$ cat src/rtl/pdec_pkg.sv
package pdec_pkg;
  typedef enum logic {
    ST_IDLE  = 1'b0,
    ST_COUNT = 1'b1
  } pdec_state_e;
endpackage

$ cat src/rtl/pdec_rst_sync.sv
// Reset synchronizer: asserts asynchronously, releases on the clock.
module pdec_rst_sync #(
  parameter int STAGES = 2
) (
  input  logic clk,
  input  logic arst_n,
  output logic rst_n_o
);
  logic [STAGES-1:0] chain_q;

  always_ff @(posedge clk or negedge arst_n) begin
    if (!arst_n) chain_q <= '0;
    else         chain_q <= {chain_q[STAGES-2:0], 1'b1};
  end

  assign rst_n_o = chain_q[STAGES-1];
endmodule

$ cat src/rtl/pdec_strobe_sync.sv
// Resamples the strobe and turns each rising edge into a one-cycle event.
module pdec_strobe_sync #(
  parameter int SYNC_STAGES = 2
) (
  input  logic clk,
  input  logic rst_n,
  input  logic strobe_i,
  output logic event_o
);
  logic [SYNC_STAGES-1:0] sync_q;
  logic                   prev_q;

  always_ff @(posedge clk or negedge rst_n) begin
    if (!rst_n) begin
      sync_q <= '0;
      prev_q <= 1'b0;
    end else begin
      sync_q <= {sync_q[SYNC_STAGES-2:0], strobe_i};
      prev_q <= sync_q[SYNC_STAGES-1];
    end
  end

  assign event_o = sync_q[SYNC_STAGES-1] & ~prev_q;

  // an event never lasts more than one cycle
  assert_event_single_R5: assert property (@(posedge clk) disable iff (!rst_n)
    event_o |=> !event_o);

  // an event traces back to a strobe seen high SYNC_STAGES edges earlier
  assert_event_source_R5: assert property (@(posedge clk) disable iff (!rst_n)
    event_o |-> $past(strobe_i, SYNC_STAGES));
endmodule

$ cat src/rtl/pdec_ctrl.sv
// Idle/counting controller with the strobe index and the done pulse.
module pdec_ctrl
  import pdec_pkg::*;
#(
  parameter int CNT_W = 16
) (
  input  logic             clk,
  input  logic             rst_n,
  input  logic             start_i,
  input  logic             event_i,
  input  logic [CNT_W-1:0] ratio_i,
  output logic             done_o
);
  pdec_state_e      state_q, state_d;
  logic [CNT_W-1:0] idx_q, idx_d;
  logic [CNT_W-1:0] last_idx;
  logic             idx_en;
  logic             done_d;

  // ratio 0 behaves as ratio 1
  assign last_idx = (ratio_i == '0) ? '0 : ratio_i - 1'b1;

  always_comb begin
    state_d = state_q;
    idx_d   = idx_q;
    done_d  = 1'b0;
    case (state_q)
      ST_IDLE: begin
        idx_d = '0;
        if (start_i) state_d = ST_COUNT;
      end
      ST_COUNT: begin
        if (event_i) begin
          if (idx_q == last_idx) begin
            done_d  = 1'b1;
            idx_d   = '0;
            state_d = ST_IDLE;
          end else begin
            idx_d = idx_q + 1'b1;
          end
        end
      end
      default: state_d = ST_IDLE;
    endcase
  end

  assign idx_en = (state_q == ST_IDLE) || event_i;

  always_ff @(posedge clk or negedge rst_n) begin
    if (!rst_n) begin
      state_q <= ST_IDLE;
      idx_q   <= '0;
      done_o  <= 1'b0;
    end else begin
      state_q <= state_d;
      done_o  <= done_d;
      if (idx_en) idx_q <= idx_d;
    end
  end

  // done is a single-cycle pulse
  assert_done_single_R4: assert property (@(posedge clk) disable iff (!rst_n)
    done_o |=> !done_o);

  // done only follows a counted event while counting
  assert_done_cause_R3: assert property (@(posedge clk) disable iff (!rst_n)
    done_o |-> $past(state_q == ST_COUNT && event_i));

  // the index stays inside the programmed ratio
  assert_index_bound_R3: assert property (@(posedge clk) disable iff (!rst_n)
    (state_q == ST_COUNT) |-> (idx_q <= last_idx));

  // without an event, counting continues unchanged whatever start does
  assert_start_ignored_R7: assert property (@(posedge clk) disable iff (!rst_n)
    (state_q == ST_COUNT && !event_i) |=> (state_q == ST_COUNT && $stable(idx_q)));

  // idle never produces done
  assert_idle_quiet_R2: assert property (@(posedge clk) disable iff (!rst_n)
    (state_q == ST_IDLE) |=> !done_o);
endmodule

$ cat src/rtl/strobe_decimator.sv
module strobe_decimator #(
  parameter int CNT_W       = 16,
  parameter int SYNC_STAGES = 2,
  parameter int RST_STAGES  = 2
) (
  input  logic             clk,
  input  logic             rst_n,
  input  logic             start_i,
  input  logic             strobe_i,
  input  logic [CNT_W-1:0] ratio_i,
  output logic             done_o
);
  logic rst_n_int;
  logic strobe_evt;

  pdec_rst_sync #(.STAGES(RST_STAGES)) u_rst (
    .clk     (clk),
    .arst_n  (rst_n),
    .rst_n_o (rst_n_int)
  );

  pdec_strobe_sync #(.SYNC_STAGES(SYNC_STAGES)) u_sync (
    .clk      (clk),
    .rst_n    (rst_n_int),
    .strobe_i (strobe_i),
    .event_o  (strobe_evt)
  );

  pdec_ctrl #(.CNT_W(CNT_W)) u_ctrl (
    .clk     (clk),
    .rst_n   (rst_n_int),
    .start_i (start_i),
    .event_i (strobe_evt),
    .ratio_i (ratio_i),
    .done_o  (done_o)
  );
endmodule

$ cat config.mk
export PLATFORM = sky130hd
export DESIGN_NAME = strobe_decimator
export DESIGN_NICKNAME = d
export VERILOG_FILES = /design/src/rtl/pdec_pkg.sv /design/src/rtl/pdec_rst_sync.sv /design/src/rtl/pdec_strobe_sync.sv /design/src/rtl/pdec_ctrl.sv /design/src/rtl/strobe_decimator.sv
export SDC_FILE = /design/constraint.sdc
export NUM_CORES = 1
export LEC_CHECK = 0
export ABC_CLOCK_PERIOD_IN_PS = 1700
export BUFFER_PORTS_ARGS = -buffer_cell sky130_fd_sc_hd__buf_2
export CAP_MARGIN = 20
export CORE_MARGIN = 1.5
export CORE_UTILIZATION = 45
export DETAILED_ROUTE_END_ITERATION = 16
export PLACE_DENSITY = 0.71
export SYNTH_ARGS = -nofsm -noshare
export SYNTH_HDL_FRONTEND = slang
export SYNTH_SLANG_ARGS = --single-unit
export TNS_END_PERCENT = 30
$ cat constraint.sdc
create_clock -name clk -period 1.7 [get_ports clk]
set_clock_uncertainty 0.2 [all_clocks]
set_input_delay 0.085 -clock clk [delete_from_list [all_inputs] [get_ports clk]]
set_output_delay 0.085 -clock clk [all_outputs]
set_load 0.03 [all_outputs]
==> results of run 1 <==
repair_timing:
action | CTS | global route
hold buffers | 5 | 0
pin swaps | 11 | 9
endpoints found under the hold margin | 11 | 0
setup buffers | 2 | 3
gates resized for setup | 23 | 29
cloned | 0 | 2
setup endpoints to repair | 18 | 18
stage by stage:
stage                     std cells  instance area (µm²)  utilization
after detailed placement        389                 2790        0.678
final                           405                 3150        0.765
after CTS                       400                 3000        0.730
after floorplan                 239                 2020            -
after global routing            405                 3150        0.765
after global placement          389                 2790        0.678
flip-flops by register name, summed over array words and instances, names as in the netlist:
register / cells
u_sync.sync_q: 2
u_rst.chain_q: 2
u_ctrl.done_o: 1
u_sync.prev_q: 1
u_ctrl.state_q: 1
u_ctrl.idx_q: 16
final timing paths:
path,slack (ps),end,from
min in group clk,160,u_sync.sync_q[1]$_DFF_PN0_,u_sync.sync_q[0]$_DFF_PN0_
max reg2reg,-1180,u_ctrl.idx_q[6]$_DFFE_PN0P_,u_ctrl.idx_q[6]$_DFFE_PN0P_
min reg2reg,10,u_sync.sync_q[1]$_DFF_PN0_,u_rst.chain_q[1]$_DFF_PN0_
min,10,u_sync.sync_q[1]$_DFF_PN0_,u_rst.chain_q[1]$_DFF_PN0_
max in group asynchronous,550,u_ctrl.idx_q[7]$_DFFE_PN0P_,u_rst.chain_q[1]$_DFF_PN0_
max,-1260,u_ctrl.idx_q[6]$_DFFE_PN0P_,ratio_i[2]
synth_stat cells (6+ instances only):
cell type / count / area [µm²]
dfrtp_1: 23 / 576
nor2_1: 19 / 71.3
o21ai_0: 18 / 90.1
nand2_1: 15 / 56.3
nand3_1: 13 / 65.1
inv_1: 10 / 37.5
nor3_1: 9 / 45.0
nand4_1: 8 / 50.1
a21oi_1: 6 / 30.0
or3_1: 6 / 37.5
worst max-delay path, stage by stage:
cell and delay (ps):
buf_8 90, or4_4 530, or4_4 550, o31a_1 290, a211oi_2 190, nor2b_2 90, nor4_4 340, a31oi_4 200
and3_2 240, a221o_2 300
power groups by stage:
stage | clock network, W | logic (W) | registers [W]
after CTS | 0.000346 | 0.000712 | 0.000637
after global placement | 0 | 0.000647 | 0.000648
after floorplan | 0 | 0.000304 | 0.000660
after detailed placement | 0 | 0.000665 | 0.000651
final | 0.000339 | 0.000787 | 0.000640
after global routing | 0.000367 | 0.000845 | 0.000644
cell families after synthesis:
kind of cell,Yosys count,synth area share
buf+inv,17,0.0437
compound gates,58,0.199
fa+ha+maj,2,0.0127
xor+xnor,11,0.0557
other cells,1,0.00190
mux,8,0.0424
flops,23,0.291
simple gates,119,0.354
metal layers:
layer  part of all wire  vias to the layer above  wire length, µm  global-route usage
met5                  0                        -                0                   0
met4              0.037                        0              253              0.0893
met3              0.063                       30              432              0.0436
met2               0.49                      117             3400               0.463
met1               0.41                     1162             2820               0.335
li1                   -                     1136                -                   -
layout make-up:
class | count | area, µm²
multi-input combinational | 200 | 1500
fill | 291 | 966
timing repair buffer | 118 | 915
sequential | 23 | 576
tap | 50 | 62.6
inverter | 10 | 55.1
clock buffer | 3 | 41.3
clock inverter | 1 | 5.00
==> reports/qor.yml, run 1 <==
run_status:
  status: "finished, violations left"
  failed_checks: "setup timing"
global_route:
  grt_pass1_wl_um: 10500
  grt_max_degree: 15
  antenna_found_initial: 0
  track_usage: 0.266
  grt-ovfl-total: 0
  grt_pass1_vias: 2392
detailed_routing:
  via_count: 2445
  drt_iter0_drc: 201
  dr.pass1.iters: 5
  post-route-drc-count: 0
  totalWireLength_um: 6910
  wl_per_cell_um: 17.1
  ant_nets: 0
  viasPerCell: 6.04
clock_tree:
  root_buffer: "clkbuf_8"
  htreeDepth: 1
  numCtsBuffers: 3
  clk_pin_slew_worst_paths_ps: 80
  worstSkewPairLatency_ps: 260
  cts.path.max_buffers: 2
  cts.sinks: 23
  cts_tree: "done"
flow_run:
  maxCapViolCount: 0
placement:
  globalplace.congestion: 0.942
  place.port_buffers: 20
  dp_hpwl_um: 4770
  pre_cts_slack_ps: -1580
layout:
  layout_commonest_cell: "buf_4"
  drive_gt1_frac: 0.459
  fin_nets: 378
  area_delta_synth_final_pct: 59.3
  diodes: 0
  final_cell_mix: "87 x buf_4, 23 x dfrtp_1, 17 x nor2_1"
logic_synthesis:
  synth_ff_type: "dfrtp_1"
  syn_area_um2: 1980
  syn_avg_cell_area_um2: 8.27
  syn_inst: 239
  yosys_warnings: 0
  async_flop_share: 1.00
  synth_cell_types: 56
  synth.ff_latch_count: 23
  synth_seq_area_share: 0.291
  synth_nets: 261
  synth-edff-count: 0
power:
  ir_drop_v: 0.000494
  power.density_nw_per_um2: 561
  p_comb_frac: 0.446
  clockPowerShare: 0.192
  p_sw_frac: 0.341
  finalPower_w: 0.00177
  seqPwrFrac: 0.362
  p_leak_nw: 1.40
  p_sw_w: 0.000603
  p_int_w: 0.00116
sta:
  slew_violations: 0
  fmax_mhz: 338
  final_hold_viol_count: 0
  final.min_clock_period_ps: 2960
  fin_tns_setup_ps: -20520
  worst_hold_slack_ps: 10.6
  setup_violations: 18
  fin_crit_sh: 1.74
  setup_ws_ps: -1260
  rsz0062_at_grt: "true"
worst_setup_path:
  reg2reg_depth: 9
  start_kind: "primary input"
  cp_data_arrival_time_ps: 2910
  worstPathRequired_ps: 1650
  cp-end-kind: "flop"
  cp_max_fo: 5
  path_class: "in2reg"
die:
  core_um2: 4120
  die_y_um: 69.3
  dieArea_um2: 4800
  die_x_um: 69.3
  start_util: 0.480
  io_pins: 21
  rows: 23
hold_path:
  hp-class: "reg2async"
No activity file was read; power rests on OpenSTA's default activity.
==> inputs of run 2 (changes only) <==
--- a/config.mk
+++ b/config.mk
@@ -8,10 +8,13 @@
 export ABC_CLOCK_PERIOD_IN_PS = 1700
 export BUFFER_PORTS_ARGS = -buffer_cell sky130_fd_sc_hd__buf_2
 export CAP_MARGIN = 20
+export CELL_PAD_IN_SITES_DETAIL_PLACEMENT = 1
+export CELL_PAD_IN_SITES_GLOBAL_PLACEMENT = 2
+export CORE_ASPECT_RATIO = 1.25
 export CORE_MARGIN = 1.5
-export CORE_UTILIZATION = 45
+export CORE_UTILIZATION = 38
 export DETAILED_ROUTE_END_ITERATION = 16
-export PLACE_DENSITY = 0.71
+export PLACE_DENSITY = 0.92
 export SYNTH_ARGS = -nofsm -noshare
 export SYNTH_HDL_FRONTEND = slang
 export SYNTH_SLANG_ARGS = --single-unit
==> run 2 against run 1 <==
  * The flow still finishes with violations (setup timing)
  * Sequential share of layout area down 0.62 points
  * Global-route usage is 6.1 points higher
  * Flip-flop and latch count unchanged
  * Critical path depth stayed put
  * Wire length rose by 65%
  * Fmax fell by 11%
==> reports/qor.yml, run 2 (synthesis gave the netlist of run 1 again) <==
detailed_routing:
  post-route-drc-count: 0
  ant_nets: 0
  viasPerCell: 6.54
  wl_per_cell_um: 26.6
  dr.pass1.iters: 5
  via_count: 2800
  totalWireLength_um: 11400
  drt_iter0_drc: 256
clock_tree:
  cts.path.max_buffers: 2
  cts_tree: "done"
  cts.sinks: 23
  clk_pin_slew_worst_paths_ps: 80
  root_buffer: "clkbuf_8"
  worstSkewPairLatency_ps: 270
  numCtsBuffers: 3
  htreeDepth: 1
placement:
  place.port_buffers: 20
  globalplace.congestion: 0.862
  dpl_cell_area_um2: 2890
  pre_cts_slack_ps: -1630
  placed_cells: 412
  dp_hpwl_um: 6170
hold_path:
  hp-class: "reg2async"
global_route:
  grt-ovfl-total: 0
  grt_max_degree: 22
  grt_util_met3: 0.0459
  use_met2: 0.582
  grt_pass1_wl_um: 13900
  grt_use_met1: 0.355
  track_usage: 0.327
  antenna_found_initial: 0
  grt_busiest_layer: "met2"
  grt_pass1_vias: 2831
layout:
  largest_reg_flops: 16
  reg_top3: "u_ctrl.idx_q (16), u_rst.chain_q (2), u_sync.sync_q (2)"
  drive_gt1_frac: 0.497
  diodes: 0
  largest-register: "u_ctrl.idx_q"
  fin_cells: 428
  area_delta_synth_final_pct: 64.9
  n_fill_cell: 598
  fin_nets: 389
  final_cell_mix: "101 x buf_4, 23 x dfrtp_1, 17 x nor2_1"
  final_area_um2: 3260
  layout_commonest_cell: "buf_4"
worst_setup_path:
  start_kind: "primary input"
  cp_data_arrival_time_ps: 3270
  cp_max_fo: 8
  cp-end-kind: "flop"
  r2r-start: "u_ctrl.idx_q[11]$_DFFE_PN0P_"
  worstPathRequired_ps: 1650
  cp-startpoint: "ratio_i[13]"
  path_class: "in2reg"
die:
  die_x_um: 67.5
  io_pins: 21
  start_util: 0.392
  die_y_um: 83.6
  core_um2: 5040
  dieArea_um2: 5650
  rows: 29
sta:
  slew_headroom: 0.515
  fin_crit_sh: 1.95
  fmax_mhz: 302
  setup_violations: 18
  fin_tns_setup_ps: -26000
  setup_ws_ps: -1610
  final.min_clock_period_ps: 3310
  slew_violations: 0
  final_hold_viol_count: 0
  worst_pin_slew_ps: 722
  rsz0062_at_grt: "true"
power:
  p_leak_nw: 1.47
  ir_drop_v: 0.000621
  power.density_nw_per_um2: 599
flow_run:
  maxCapViolCount: 0
run_status:
  failed_checks: "setup timing"
  status: "finished, violations left"
-- run 2: metrics by stage --
stage	utilization	total power, W	hold slack [ps]
final	0.646	0.00195	16.7
after global routing	0.646	0.00202	52.1
after CTS	0.614	0.00176	20.6
after detailed placement	0.573	0.00135	-327
after global placement	0.573	0.00131	-330
after floorplan	-	0.000965	-411
-- run 2: layout make-up --
| class | count | area (µm²) | area share |
|---|---|---|---|
| sequential | 23 | 576 | 0.177 |
| clock buffer | 4 | 45.0 | 0.0138 |
| timing repair buffer | 130 | 980 | 0.300 |
| inverter | 10 | 55.1 | 0.0169 |
| tap | 62 | 77.6 | 0.0238 |
| multi-input combinational | 199 | 1530 | 0.469 |
-- run 2: final timing paths --
path | end | slack, ps | cells past startpoint
worst max-delay path | u_ctrl.idx_q[6]$_DFFE_PN0P_ | -1610 | 10
worst min-delay path | u_ctrl.idx_q[10]$_DFFE_PN0P_ | 20 | 1
worst max register to register | u_ctrl.idx_q[7]$_DFFE_PN0P_ | -1370 | 10
worst min register to register | u_ctrl.idx_q[10]$_DFFE_PN0P_ | 20 | 1
max in group asynchronous | u_rst.chain_q[1]$_DFF_PN0_ | 730 | 3
min in group clk | u_sync.sync_q[1]$_DFF_PN0_ | 160 | 0
-- run 2: what timing repair did --
item,in CTS,in global routing
pin swaps,13,10
cloned,0,0
setup endpoints to repair,18,18
setup buffers,5,4
hold buffers,4,0
hold endpoints to repair,4,0
resized for setup,26,35
-- run 2: routing by layer --
layer	wire length [µm]	part of all wire
met1	4020	0.35
met2	5330	0.47
met3	863	0.076
met4	1170	0.10
met5	0	0
-- run 2: power breakdown --
part           internal, W  switching, W  leakage (nW)  total (W)
Clock             0.000168      0.000178        0.0228   0.000346
Sequential        0.000597     0.0000528         0.292   0.000650
Combinational     0.000444      0.000514          1.16   0.000958
Total              0.00121      0.000746          1.47    0.00195
-- run 2: critical path, stage by stage --
cell and delay [ps]:
buf_2 120, or4_4 550, or4_4 590, mux2_4 330, mux2i_4 150, nand4_1 290, nor3_4 370, a31oi_4 200
and3_2 260, a221o_2 310
